File: config.mk
export PLATFORM = sky130hd
export DESIGN_NAME = byte_alu
export DESIGN_NICKNAME = d
export VERILOG_FILES = /design/src/rtl/byte_alu_pkg.sv /design/src/rtl/byte_adder.sv /design/src/rtl/byte_shuffler.sv /design/src/rtl/bcd_adjust.sv /design/src/rtl/byte_alu.sv
export SDC_FILE = /design/constraint.sdc
export NUM_CORES = 1
export LEC_CHECK = 0
export ABC_AREA = 0
export BUFFER_PORTS_ARGS = -buffer_cell sky130_fd_sc_hd__buf_2
export CORE_UTILIZATION = 61
export DETAILED_ROUTE_END_ITERATION = 10
export PLACE_DENSITY = 0.84
export SETUP_SLACK_MARGIN = 0.5
export SLEW_MARGIN = 20
export SYNTH_ARGS = -nofsm -noshare
export SYNTH_HDL_FRONTEND = slang
export SYNTH_SLANG_ARGS = --single-unit
File: constraint.sdc
create_clock -name clk -period 1 [get_ports clk]
set_input_delay 0.05 -clock clk [delete_from_list [all_inputs] [get_ports clk]]
set_output_delay 0.05 -clock clk [all_outputs]
set_load 0.005 [all_outputs]
File: src/rtl/byte_alu_pkg.sv
package byte_alu_pkg;

  typedef enum logic [4:0] {
    OP_ADD   = 5'd0,
    OP_ADDC  = 5'd1,
    OP_SUB   = 5'd2,
    OP_SUBB  = 5'd3,
    OP_RSUBB = 5'd4,
    OP_INC   = 5'd5,
    OP_DEC   = 5'd6,
    OP_NEG   = 5'd7,
    OP_AND   = 5'd8,
    OP_OR    = 5'd9,
    OP_XOR   = 5'd10,
    OP_COM   = 5'd11,
    OP_MOV   = 5'd12,
    OP_ROLN  = 5'd13,
    OP_RORN  = 5'd14,
    OP_ROLC  = 5'd15,
    OP_RORC  = 5'd16,
    OP_SWAP  = 5'd17,
    OP_BSET  = 5'd18,
    OP_BCLR  = 5'd19,
    OP_BTOG  = 5'd20,
    OP_MUL   = 5'd21,
    OP_DADJ  = 5'd22
  } op_e;

  localparam int FL_C  = 0;
  localparam int FL_DC = 1;
  localparam int FL_Z  = 2;
  localparam int FL_OV = 3;
  localparam int FL_N  = 4;

  function automatic logic uses_adder(op_e op);
    return op inside {OP_ADD, OP_ADDC, OP_SUB, OP_SUBB, OP_RSUBB,
                      OP_INC, OP_DEC, OP_NEG};
  endfunction

  function automatic logic sets_zn_only(op_e op);
    return op inside {OP_AND, OP_OR, OP_XOR, OP_COM, OP_MOV, OP_ROLN, OP_RORN};
  endfunction

  function automatic logic is_rot_carry(op_e op);
    return op inside {OP_ROLC, OP_RORC};
  endfunction

  function automatic logic keeps_flags(op_e op);
    return op inside {OP_SWAP, OP_BSET, OP_BCLR, OP_BTOG, OP_MUL};
  endfunction

endpackage

File: src/rtl/byte_adder.sv
module byte_adder #(
  parameter int DW = 8
) (
  input  logic [DW-1:0] a,
  input  logic [DW-1:0] b,
  input  logic          cin,
  output logic [DW-1:0] sum,
  output logic          cout,
  output logic          half_cout,
  output logic          ovf
);
  localparam int NIB = DW / 2;

  logic [DW:0]  full;
  logic [NIB:0] low;

  always_comb begin
    full      = {1'b0, a} + {1'b0, b} + {{DW{1'b0}}, cin};
    low       = {1'b0, a[NIB-1:0]} + {1'b0, b[NIB-1:0]} + {{NIB{1'b0}}, cin};
    sum       = full[DW-1:0];
    cout      = full[DW];
    half_cout = low[NIB];
    ovf       = (a[DW-1] == b[DW-1]) && (full[DW-1] != a[DW-1]);
  end
endmodule

File: src/rtl/byte_shuffler.sv
module byte_shuffler
  import byte_alu_pkg::*;
#(
  parameter int DW = 8,
  parameter int BW = $clog2(DW)
) (
  input  op_e           op,
  input  logic [DW-1:0] w,
  input  logic [DW-1:0] b,
  input  logic          cin,
  input  logic [BW-1:0] bsel,
  output logic [DW-1:0] res,
  output logic          cout
);
  localparam int NIB = DW / 2;

  logic [DW-1:0] mask;
  logic [DW-1:0] swapped;

  for (genvar i = 0; i < DW; i++) begin : g_mask
    assign mask[i] = (bsel == BW'(i));
  end

  assign swapped = {b[NIB-1:0], b[DW-1:NIB]};

  always_comb begin
    res  = b;
    cout = cin;
    case (op)
      OP_AND:  res = w & b;
      OP_OR:   res = w | b;
      OP_XOR:  res = w ^ b;
      OP_COM:  res = ~b;
      OP_MOV:  res = b;
      OP_ROLN: res = {b[DW-2:0], b[DW-1]};
      OP_RORN: res = {b[0], b[DW-1:1]};
      OP_ROLC: begin res = {b[DW-2:0], cin}; cout = b[DW-1]; end
      OP_RORC: begin res = {cin, b[DW-1:1]}; cout = b[0];    end
      OP_SWAP: res = swapped;
      OP_BSET: res = b | mask;
      OP_BCLR: res = b & ~mask;
      OP_BTOG: res = b ^ mask;
      default: res = b;
    endcase
  end
endmodule

File: src/rtl/bcd_adjust.sv
module bcd_adjust #(
  parameter int DW = 8
) (
  input  logic [DW-1:0] w,
  input  logic          c_in,
  input  logic          dc_in,
  output logic [DW-1:0] res,
  output logic          c_out
);
  localparam int NIB = DW / 2;

  logic [DW:0] step1;
  logic [DW:0] step2;
  logic        lo_fix;
  logic        hi_fix;

  always_comb begin
    lo_fix = (w[NIB-1:0] > NIB'(9)) || dc_in;
    step1  = {1'b0, w} + (lo_fix ? (DW+1)'(6) : '0);
    hi_fix = (step1[DW-1:NIB] > NIB'(9)) || c_in || step1[DW];
    step2  = {1'b0, step1[DW-1:0]} + (hi_fix ? (DW+1)'(8'h60) : '0);
    res    = step2[DW-1:0];
    c_out  = c_in | step1[DW] | step2[DW];
  end
endmodule

File: src/rtl/byte_alu.sv
module byte_alu
  import byte_alu_pkg::*;
#(
  parameter int DW = 8,
  parameter int FW = 5
) (
  input  logic                  clk,
  input  logic                  rst_n,
  input  logic                  issue_i,
  input  logic [4:0]            op_i,
  input  logic                  use_lit_i,
  input  logic                  dest_i,
  input  logic [DW-1:0]         wreg_i,
  input  logic [DW-1:0]         freg_i,
  input  logic [DW-1:0]         lit_i,
  input  logic [$clog2(DW)-1:0] bit_sel_i,
  input  logic [FW-1:0]         flags_i,
  output logic                  done_o,
  output logic [DW-1:0]         res_o,
  output logic                  dest_o,
  output logic [FW-1:0]         flags_o,
  output logic [2*DW-1:0]       prod_o
);
  localparam int PW = 2 * DW;
  localparam int BW = $clog2(DW);

  op_e           op;
  logic [DW-1:0] opnd_b;
  logic [DW-1:0] add_a, add_b, add_sum;
  logic          add_ci, add_c, add_dc, add_ov;
  logic [DW-1:0] sh_res;
  logic          sh_c;
  logic [DW-1:0] bcd_res;
  logic          bcd_c;
  logic [PW-1:0] product;
  logic [DW-1:0] res_d;
  logic [FW-1:0] flags_d;
  logic          dest_d;

  assign op      = op_e'(op_i);
  assign opnd_b  = use_lit_i ? lit_i : freg_i;
  assign product = PW'(wreg_i) * PW'(opnd_b);

  always_comb begin
    add_a  = opnd_b;
    add_b  = '0;
    add_ci = 1'b0;
    case (op)
      OP_ADD:   begin add_a = wreg_i; add_b = opnd_b;  add_ci = 1'b0;          end
      OP_ADDC:  begin add_a = wreg_i; add_b = opnd_b;  add_ci = flags_i[FL_C]; end
      OP_SUB:   begin add_a = opnd_b; add_b = ~wreg_i; add_ci = 1'b1;          end
      OP_SUBB:  begin add_a = opnd_b; add_b = ~wreg_i; add_ci = flags_i[FL_C]; end
      OP_RSUBB: begin add_a = wreg_i; add_b = ~opnd_b; add_ci = flags_i[FL_C]; end
      OP_INC:   begin add_a = opnd_b; add_b = '0;      add_ci = 1'b1;          end
      OP_DEC:   begin add_a = opnd_b; add_b = '1;      add_ci = 1'b0;          end
      OP_NEG:   begin add_a = '0;     add_b = ~opnd_b; add_ci = 1'b1;          end
      default:  ;
    endcase
  end

  byte_adder #(.DW(DW)) u_add (
    .a(add_a), .b(add_b), .cin(add_ci),
    .sum(add_sum), .cout(add_c), .half_cout(add_dc), .ovf(add_ov)
  );

  byte_shuffler #(.DW(DW), .BW(BW)) u_shuf (
    .op(op), .w(wreg_i), .b(opnd_b), .cin(flags_i[FL_C]), .bsel(bit_sel_i),
    .res(sh_res), .cout(sh_c)
  );

  bcd_adjust #(.DW(DW)) u_bcd (
    .w(wreg_i), .c_in(flags_i[FL_C]), .dc_in(flags_i[FL_DC]),
    .res(bcd_res), .c_out(bcd_c)
  );

  always_comb begin
    res_d   = sh_res;
    flags_d = flags_i;
    dest_d  = dest_i;
    if (uses_adder(op)) begin
      res_d          = add_sum;
      flags_d[FL_C]  = add_c;
      flags_d[FL_DC] = add_dc;
      flags_d[FL_OV] = add_ov;
      flags_d[FL_Z]  = (add_sum == '0);
      flags_d[FL_N]  = add_sum[DW-1];
    end else if (sets_zn_only(op)) begin
      flags_d[FL_Z]  = (sh_res == '0);
      flags_d[FL_N]  = sh_res[DW-1];
    end else if (is_rot_carry(op)) begin
      flags_d[FL_C]  = sh_c;
      flags_d[FL_Z]  = (sh_res == '0);
      flags_d[FL_N]  = sh_res[DW-1];
    end else if (op == OP_DADJ) begin
      res_d          = bcd_res;
      flags_d[FL_C]  = bcd_c;
      dest_d         = 1'b0;
    end else if (op == OP_MUL) begin
      res_d          = product[DW-1:0];
    end
  end

  always_ff @(posedge clk or negedge rst_n) begin
    if (!rst_n) begin
      done_o  <= 1'b0;
      res_o   <= '0;
      dest_o  <= 1'b0;
      flags_o <= '0;
      prod_o  <= '0;
    end else begin
      done_o <= issue_i;
      if (issue_i) begin
        res_o   <= res_d;
        dest_o  <= dest_d;
        flags_o <= flags_d;
        if (op == OP_MUL) prod_o <= product;
      end
    end
  end

  // Checks on the registered outputs against the operands sampled one cycle earlier
  assert_done_tracks_R2: assert property (@(posedge clk) disable iff (!rst_n)
    issue_i |=> done_o);
  assert_idle_holds_R2: assert property (@(posedge clk) disable iff (!rst_n)
    !issue_i |=> (!done_o && $stable(res_o) && $stable(flags_o) && $stable(prod_o)));
  assert_adder_zn_R4: assert property (@(posedge clk) disable iff (!rst_n)
    (issue_i && uses_adder(op)) |=>
      (flags_o[FL_N] == res_o[DW-1]) && (flags_o[FL_Z] == (res_o == '0)));
  assert_logic_keeps_carry_R7: assert property (@(posedge clk) disable iff (!rst_n)
    (issue_i && sets_zn_only(op)) |=>
      (flags_o[FL_C] == $past(flags_i[FL_C])) && (flags_o[FL_OV] == $past(flags_i[FL_OV]))
      && (flags_o[FL_DC] == $past(flags_i[FL_DC])));
  assert_rotc_carry_R8: assert property (@(posedge clk) disable iff (!rst_n)
    (issue_i && op == OP_ROLC) |=> (flags_o[FL_C] == $past(opnd_b[DW-1]))
      && (res_o[0] == $past(flags_i[FL_C])));
  assert_swap_R9: assert property (@(posedge clk) disable iff (!rst_n)
    (issue_i && op == OP_SWAP) |=> (flags_o == $past(flags_i))
      && (res_o[DW/2-1:0] == $past(opnd_b[DW-1:DW/2])));
  assert_bit_ops_flags_R10: assert property (@(posedge clk) disable iff (!rst_n)
    (issue_i && op inside {OP_BSET, OP_BCLR, OP_BTOG}) |=>
      (flags_o == $past(flags_i)) && ($countones(res_o ^ $past(opnd_b)) <= 1));
  assert_mul_no_flags_R11: assert property (@(posedge clk) disable iff (!rst_n)
    (issue_i && op == OP_MUL) |=> (flags_o == $past(flags_i))
      && (res_o == prod_o[DW-1:0]));
  assert_dadj_dest_R13: assert property (@(posedge clk) disable iff (!rst_n)
    (issue_i && op == OP_DADJ) |=> !dest_o);
endmodule

==> flow_metrics.py, run 1 <==
metrics = {
    "yosys": {
        "ys_warn_count": 0,
        "synthTopCellsByArea": "fa_1, dfrtp_1, ha_1",
        "ys_async_sr_fraction_pct": 100,
        "synth-compound-area-share_pct": 24.1,
        "synth.avg_cell_area_um2": 7.67,
        "synth_xor_area_share_pct": 4.81,
        "synth_top_family_by_area": "adder cells",
        "synth_top_area_share_pct": 13.8,
        "ys_seq_elements": 31,
        "synth_common_cells": "nand2_1, nor2_1, inv_1",
        "syn-num-nets": 864,
        "synth-main-ff-cell": "dfrtp_1",
        "netlist_area_mm2": 0.00565,
        "synthCells": 736,
        "synth_mux_area_share_pct": 4.34,
        "yosys.area_share.simple_pct": 21.0,
        "synthAdderAreaFrac_pct": 24.2,
        "synth_edf_count": 0,
        "yosysTopAreaCell": "fa_1",
        "seq_area_frac_synth_pct": 13.7,
        "synth_most_common_cell": "nand2_1",
        "synth_cell_type_count": 71,
    },
    "floorplanning": {
        "row_count": 34,
        "die_h_um": 98.2,
        "start_util_pct": 63.8,
        "die_w_um": 98.2,
        "pin_count": 73,
    },
    "global_routing": {
        "grt_pass1_wl_mm": 64.3,
        "grt-ovfl-total": 262,
        "grt_start_max_net_pins": 32,
        "grt_usage_pct": 87.2,
        "grt_pass1_vias": 10100,
    },
    "clock_tree": {
        "cts_buffer_depth": 2,
        "cts.sinks": 31,
        "cts_inserted_buffers": 5,
        "htree_num_levels": 2,
        "root_buffer": "clkbuf_8",
    },
    "outcome": {
        "outcome": "did not finish",
        "failed_stage": "global routing",
        "first-error": "[ERROR GRT-0116] Global routing finished with congestion. Check the congestion regions in the DRC Viewer.",
    },
    "place": {
        "routabilityCongestion": 1.03,
        "place_hpwl_mm": 17.2,
        "io_buffer_count": 72,
    },
}
-- per-layer routing --
layer	global-route usage (%)	overflow
met1	84.5	3
met2	104	150
met3	70.8	3
met4	97.2	106
met5	31.8	0
-- logic make-up after synthesis --
logic type | Yosys count
XOR/XNOR | 31
AND/OR/NAND/NOR | 243
AO/OA/AOI/OAI | 211
adder cells (fa/ha/maj) | 86
buffers and inverters | 111
multiplexers | 23
flip-flops | 31
-- per-stage QoR --
step	TNS (ns)	std cells	cell area (um^2)	util, %	worst slack, ns
2_1_floorplan	-64.65	736	5900	-	-3.51
3_3_place_gp	-72.76	1057	7530	85.1	-3.53
3_5_place_dp	-76.03	1057	7530	85.1	-3.72
4_1_cts	-61.78	1102	8550	96.6	-3.14
-- timing repair --
item | in CTS
endpoints found under the hold margin | 31
pin swaps | 66
resized for setup | 144
endpoints found under the setup margin | 61
gates cloned | 1
buffers inserted | 36
==> run 2, diff against run 1 <==
--- a/config.mk
+++ b/config.mk
@@ -7,10 +7,9 @@
 export LEC_CHECK = 0
 export ABC_AREA = 0
 export BUFFER_PORTS_ARGS = -buffer_cell sky130_fd_sc_hd__buf_2
-export CORE_UTILIZATION = 61
+export CORE_UTILIZATION = 40
 export DETAILED_ROUTE_END_ITERATION = 10
-export PLACE_DENSITY = 0.84
-export SETUP_SLACK_MARGIN = 0.5
+export PLACE_DENSITY_LB_ADDON = 0.15
 export SLEW_MARGIN = 20
 export SYNTH_ARGS = -nofsm -noshare
 export SYNTH_HDL_FRONTEND = slang
==> run 2 against run 1 <==
Compared with the run above: the flow now finishes, with violations (setup timing); synthesized cell count unchanged; synthesized area unchanged.
==> flow_metrics.py, run 2 <==
metrics = {
    "outcome": {
        "outcome": "finished, violations left",
        "violations": "setup timing",
    },
    "global_routing": {
        "grt_start_max_net_pins": 32,
        "grt_pass1_vias": 6413,
        "antenna_found_initial": 0,
        "grt-ovfl-total": 0,
        "grt_usage_pct": 28.7,
        "grt_pass1_wl_mm": 32.5,
    },
    "yosys": {
        "ys_warn_count": 0,
        "synth_cell_type_count": 71,
        "synth_top_area_share_pct": 13.8,
        "yosys.area_share.simple_pct": 21.0,
        "synth-main-ff-cell": "dfrtp_1",
        "synthAdderAreaFrac_pct": 24.2,
        "synth_top_family_by_area": "adder cells",
        "netlist_area_mm2": 0.00565,
        "synth_xor_area_share_pct": 4.81,
        "syn-num-nets": 864,
        "ys_async_sr_fraction_pct": 100,
        "synth.avg_cell_area_um2": 7.67,
        "synthTopCellsByArea": "fa_1, dfrtp_1, ha_1",
        "synthCells": 736,
        "synth_mux_area_share_pct": 4.34,
        "synth_common_cells": "nand2_1, nor2_1, inv_1",
        "yosysTopAreaCell": "fa_1",
        "ys_seq_elements": 31,
        "seq_area_frac_synth_pct": 13.7,
        "synth_edf_count": 0,
        "synth_most_common_cell": "nand2_1",
        "synth-compound-area-share_pct": 24.1,
    },
    "place": {
        "routabilityCongestion": 0.940,
        "placed_cell_area_mm2": 0.00770,
        "io_buffer_count": 72,
        "place_hpwl_mm": 17.0,
        "place_inst": 1141,
    },
    "floorplanning": {
        "core_region_area_mm2": 0.0138,
        "row_count": 43,
        "die_w_um": 121,
        "pin_count": 73,
        "die_h_um": 121,
        "die_area_mm2": 0.0146,
        "start_util_pct": 40.8,
    },
    "route": {
        "dr.pass1.iters": 5,
        "drc_errors": 0,
        "final_antenna_net_count": 0,
        "drt-initial-drc-count": 461,
        "routed_wl_mm": 21.1,
        "via_per_inst": 5.54,
        "wire_per_inst_um": 17.9,
        "vias": 6519,
    },
    "finish": {
        "fin_cells": 1177,
        "diodes": 0,
        "mostFrequentLayoutCells": "buf_4, buf_2, nor2_1, nand2_1, inv_1",
        "final_area_mm2": 0.00882,
        "final_common_cell": "buf_4",
        "largest_register_ffs": 16,
        "areaGrowthSynthToFinish_pct": 56.2,
        "final_layout_size_suffix_gt1_share_pct": 44.1,
        "largest-register": "prod_o",
        "layout.nets": 1124,
        "largestRegisters": "prod_o x16, res_o x8, flags_o x5",
        "fillers": 1201,
    },
    "worst_setup_path": {
        "worstSetupPathType": "primary input to flip-flop",
        "critPathCaptureType": "flip-flop",
        "regToRegSetupSlack_ns": 0.24,
        "required_ns": 1.21,
        "start_kind": "primary input",
        "worstPathMaxFanout": 7,
        "worst_ep_arrival_time_ns": 4.36,
    },
    "clock_tree": {
        "htree_num_levels": 2,
        "clkLatencyLatePin_ns": 0.28,
        "cts_inserted_buffers": 5,
        "cts_tree": "yes",
        "clk_pin_slew_ns": 0.05,
        "cts_buffer_depth": 2,
        "root_buffer": "clkbuf_16",
        "cts.sinks": 31,
    },
    "sta": {
        "relSlewSlack_pct": 63.2,
        "drv_slew": 0,
        "rsz0062_at_grt": "yes",
        "fin_skew_ns": 0,
        "timing.final.crit_share_pct": 415,
        "report.final.setup_viol": 29,
        "hold_viol_final": 0,
        "period_needed_ns": 4.15,
        "fmax_mhz": 241,
        "worst_slew_pin_slew_ns": 0.550,
        "layout_setup_ws_ns": -3.15,
    },
    "power_and_ir_drop": {
        "ir_drop_uv": 1320,
        "power_density_mw_per_mm2": 1520,
        "p_leak_nw": 4.20,
    },
    "worst_hold_path": {
        "min_path_type": "primary input to flip-flop",
    },
    "run": {
        "cap_violations": 0,
    },
}
run 2: power by group:
group | switching, W | internal [W]
registers | 0.000157 | 0.00158
clock network | 0.000521 | 0.00105
logic | 0.00478 | 0.00533
run 2: metrics by stage:
| step | util, % | hold WS [ns] | power, W | setup TNS (ns) | setup slack, ns |
|---|---|---|---|---|---|
| 6_report | 63.8 | 0.00894 | 0.0134 | -64.52 | -3.15 |
| 5_1_grt | 63.8 | 0.0202 | 0.0145 | -67.46 | -3.29 |
| 4_1_cts | 60.6 | 0.00474 | 0.0126 | -61.93 | -3.29 |
| 3_5_place_dp | 55.7 | 0.0855 | 0.00994 | -75.77 | -3.70 |
| 3_3_place_gp | 55.7 | 0.0768 | 0.00980 | -74.24 | -3.53 |
| 2_1_floorplan | - | -0.246 | 0.00644 | -64.66 | -3.51 |
run 2: what timing repair did:
action,CTS,global route
buffers inserted,17,15
pin swaps,53,31
endpoints found under the setup margin,30,30
gates cloned,0,0
gates resized for setup,96,87
hold buffers,1,0
endpoints found under the hold margin,31,0
run 2: path summary, 6_finish.rpt:
kind                             from         end  depth (start not counted)
setup / recovery            use_lit_i  prod_o[15]                         16
hold / removal                 dest_i      dest_o                          3
setup reg to reg           flags_o[1]  flags_o[1]                          1
hold reg to reg            flags_o[0]  flags_o[0]                          1
max in group asynchronous       rst_n    res_o[1]                          3
min in group asynchronous       rst_n   prod_o[5]                          3
run 2: cells by family (layout without fill, tap and decap cells):
family,count (synthesis),count (layout)
xor+xnor,31,31
buf+inv,111,372
compound gates,211,211
simple gates,243,243
flops,31,31
mux,23,23
fa+ha+maj,86,86
run 2: routing by layer:
layer	wire, um	vias to the layer above	part of all wire (%)	GRT usage, %
li1	-	3099	-	-
met4	617	0	2.9	10.4
met5	0	-	0	0
met3	1480	43	7.0	3.77
met2	10100	237	48	48.3
met1	8900	3140	42	37.5
run 2: worst max-delay path, stage by stage:
cell	delay, ns
buf_12	0.11
buf_6	0.11
mux2_4	0.34
and2_4	0.18
fa_1	0.52
inv_2	0.04
fa_2	0.57
fa_1	0.43
fa_1	0.50
inv_2	0.05
ha_4	0.16
o41a_1	0.44
a41o_1	0.22
o41a_1	0.36
xnor2_2	0.15
o21ai_1	0.12
run 2: layout make-up:
type / count / area (um^2) / share of cell area [%]
clock inverters: 1 / 7.51 / 0.0851
well taps: 180 / 225 / 2.55
repair buffers: 302 / 2340 / 26.5
inverters: 62 / 233 / 2.64
multi-input cells: 594 / 5090 / 57.7
clock buffers: 7 / 153 / 1.73
flip-flops and latches: 31 / 776 / 8.80
Note: power is estimated with default switching activity, not from simulation.
==> run 3, diff against run 2 <==
--- a/config.mk
+++ b/config.mk
@@ -13,4 +13,5 @@
 export SLEW_MARGIN = 20
 export SYNTH_ARGS = -nofsm -noshare
 export SYNTH_HDL_FRONTEND = slang
+export SYNTH_HIERARCHICAL = 1
 export SYNTH_SLANG_ARGS = --single-unit
==> run 3 against run 2 <==
Compared with the run above: synthesized area increased by 14%; total power increased by 8.5%; largest power group unchanged; the flow still finishes with violations (setup timing); combinational power increased by 12%; largest cell class unchanged.
==> flow_metrics.py, run 3 <==
metrics = {
    "yosys": {
        "syn-num-nets": 954,
        "synth_cell_type_count": 78,
        "ys_warn_count": 6,
        "synth_top_area_share_pct": 12.2,
        "yosysTopAreaCell": "fa_1",
        "seq_area_frac_synth_pct": 12.1,
        "synth_common_cells": "inv_1, and2_1, nand2_1",
        "synth_edf_count": 0,
        "netlist_area_mm2": 0.00642,
        "synthTopCellsByArea": "fa_1, dfrtp_1, ha_1",
        "synth-main-ff-cell": "dfrtp_1",
        "synthCells": 826,
        "ys_seq_elements": 31,
        "ys_async_sr_fraction_pct": 100,
        "synth.avg_cell_area_um2": 7.77,
        "synth_most_common_cell": "inv_1",
    },
    "worst_setup_path": {
        "path_common_cell": "fa_1",
        "cpPeakStageDelay_ns": 0.52,
        "crit_buf_inv": 5,
        "required_ns": 1.20,
        "cp_top_family": "adder cells",
        "start_kind": "primary input",
        "worstSetupPathType": "primary input to flip-flop",
        "cp_cell_sequence": "buf_12 > mux2i_4 > inv_4 > nand2_1 > fa_1 > fa_1 > inv_1 > fa_1 > inv_1 > fa_1 > inv_2 > ha_4 > o21a_1 > o21a_1 > and4_1 > or2_4 > o211ai_1",
        "crit_slowest_cell": "fa_1",
        "critPathCaptureType": "flip-flop",
        "worst_ep_arrival_time_ns": 3.86,
        "worstPathMaxFanout": 8,
    },
    "clock_tree": {
        "clk_pin_slew_ns": 0.05,
        "cts.sinks": 31,
        "cts_buffer_depth": 2,
        "cts_tree": "yes",
        "cts_inserted_buffers": 5,
        "root_buffer": "clkbuf_16",
        "clkLatencyLatePin_ns": 0.28,
        "htree_num_levels": 2,
    },
    "finish": {
        "final_common_cell": "buf_4",
        "largestRegisters": "prod_o x16, res_o x8, flags_o x5",
        "diodes": 0,
        "largest_register_ffs": 16,
        "final_area_mm2": 0.00924,
        "final_util_pct": 59.9,
        "mostFrequentLayoutCells": "buf_4, buf_2, inv_1, nand2_1, a21oi_1",
        "layout.nets": 1158,
        "fillers": 1414,
        "largest-register": "prod_o",
        "final_layout_size_suffix_gt1_share_pct": 41.0,
        "fin_cells": 1241,
        "areaGrowthSynthToFinish_pct": 43.9,
    },
    "route": {
        "vias": 7045,
        "routed_wl_mm": 22.5,
        "via_per_inst": 5.68,
        "dr.pass1.iters": 7,
        "final_antenna_net_count": 0,
        "wire_per_inst_um": 18.2,
        "drc_errors": 0,
        "drt-initial-drc-count": 545,
    },
    "sta": {
        "drv_slew": 0,
        "relSlewSlack_pct": 60.7,
        "fmax_mhz": 273,
        "fin_skew_ns": 0,
        "hold_viol_final": 0,
        "rsz0062_at_grt": "yes",
        "report.final.setup_viol": 30,
        "fin_setup_tns_ns": -58.11,
        "layout_setup_ws_ns": -2.66,
        "timing.final.crit_share_pct": 366,
        "worst_slew_pin_slew_ns": 0.589,
        "period_needed_ns": 3.66,
    },
    "floorplanning": {
        "die_area_mm2": 0.0166,
        "row_count": 45,
        "core_region_area_mm2": 0.0154,
        "start_util_pct": 41.6,
        "die_h_um": 129,
        "die_w_um": 129,
        "pin_count": 73,
    },
    "outcome": {
        "outcome": "finished, violations left",
        "violations": "setup timing",
    },
    "global_routing": {
        "grt_pass1_vias": 6967,
        "grt_usage_pct": 28.1,
        "grt_start_max_net_pins": 34,
        "antenna_found_initial": 0,
        "grt_pass1_wl_mm": 36.5,
        "grt-ovfl-total": 0,
    },
    "power_and_ir_drop": {
        "p_leak_nw": 4.24,
        "ir_drop_uv": 1560,
        "power_density_mw_per_mm2": 1580,
    },
    "place": {
        "place_inst": 1215,
        "place_hpwl_mm": 17.7,
        "placed_cell_area_mm2": 0.00845,
        "io_buffer_count": 72,
        "routabilityCongestion": 0.968,
    },
    "worst_hold_path": {
        "min_path_type": "primary input to flip-flop",
    },
    "run": {
        "cap_violations": 0,
    },
}
-- run 3: cell types whose count changed after synthesis, moves of 8 or more --
cell	before	now
nand3_1	16	29
nor2_1	67	44
a31oi_1	7	15
inv_1	60	75
and2_1	35	56
mux2i_1	11	22
a21oi_1	44	55
nand2_1	69	56
o221ai_1	11	2
-- run 3: final cells by class --
| class | instances | area, um^2 | area share (%) |
|---|---|---|---|
| flip-flops and latches | 31 | 776 | 8.40 |
| inverters | 75 | 294 | 3.18 |
| multi-input cells | 653 | 5770 | 62.4 |
| repair buffers | 264 | 1990 | 21.6 |
| clock inverters | 1 | 5.00 | 0.0542 |
| well taps | 211 | 264 | 2.86 |
| clock buffers | 6 | 139 | 1.50 |
-- run 3: per-layer routing --
metal  vias to the layer above  share of wire [%]  global-route usage, %
met5                         -                  0                      0
met4                         0                2.7                   9.00
met3                        41                5.0                   3.20
met2                       235                 48                   48.1
met1                      3434                 44                   37.0
li1                       3335                  -                      -
-- run 3: cell families after synthesis --
group           Yosys count  synth area share [%]
simple gates            274                  23.9
flops                    31                  12.1
mux                      33                  5.42
compound gates          233                  24.1
buf+inv                 142                  9.53
fa+ha+maj                86                  21.3
xor+xnor                 27                  3.68
-- run 3: timing repair --
| item | in CTS | in global routing |
|---|---|---|
| hold endpoints to repair | 31 | 0 |
| gates resized for setup | 93 | 21 |
| setup endpoints to repair | 30 | 30 |
| gates cloned | 0 | 0 |
| setup buffers | 16 | 4 |
| pin swaps | 32 | 25 |
| hold buffers | 1 | 0 |
-- run 3: worst paths after layout --
| kind | from | end | slack (ns) | depth (start not counted) |
|---|---|---|---|---|
| setup / recovery | use_lit_i | prod_o[14] | -2.66 | 17 |
| hold / removal | dest_i | dest_o | 0.02 | 3 |
| setup reg to reg | prod_o[15] | prod_o[15] | -0.04 | 3 |
| hold reg to reg | prod_o[12] | prod_o[12] | 0.49 | 2 |
| max in group asynchronous | rst_n | dest_o | 0.35 | 3 |
| min in group asynchronous | rst_n | prod_o[5] | 0.22 | 2 |
-- run 3: per-stage QoR --
step                      total power, W  hold WS [ns]  setup WS [ns]
after floorplan                  0.00794        -0.246          -2.93
after global placement            0.0113       -0.0217          -3.12
after detailed placement          0.0115       -0.0119          -3.23
after CTS                         0.0143        0.0217          -2.65
after global routing              0.0157        0.0349          -2.79
final                             0.0146        0.0204          -2.66
-- run 3: report_power, final --
group	internal (W)	switching, W	total [W]	leakage (nW)
Clock	0.000969	0.000553	0.00152	0.0727
Combinational	0.00582	0.00545	0.0113	3.78
Sequential	0.00159	0.000177	0.00176	0.384
Total	0.00838	0.00618	0.0146	4.24
-- run 3: tightest hold or removal path, cell delays in order --
cell and delay, ns:
buf_2 0.10, nand3_4 0.07, o21ai_2 0.05
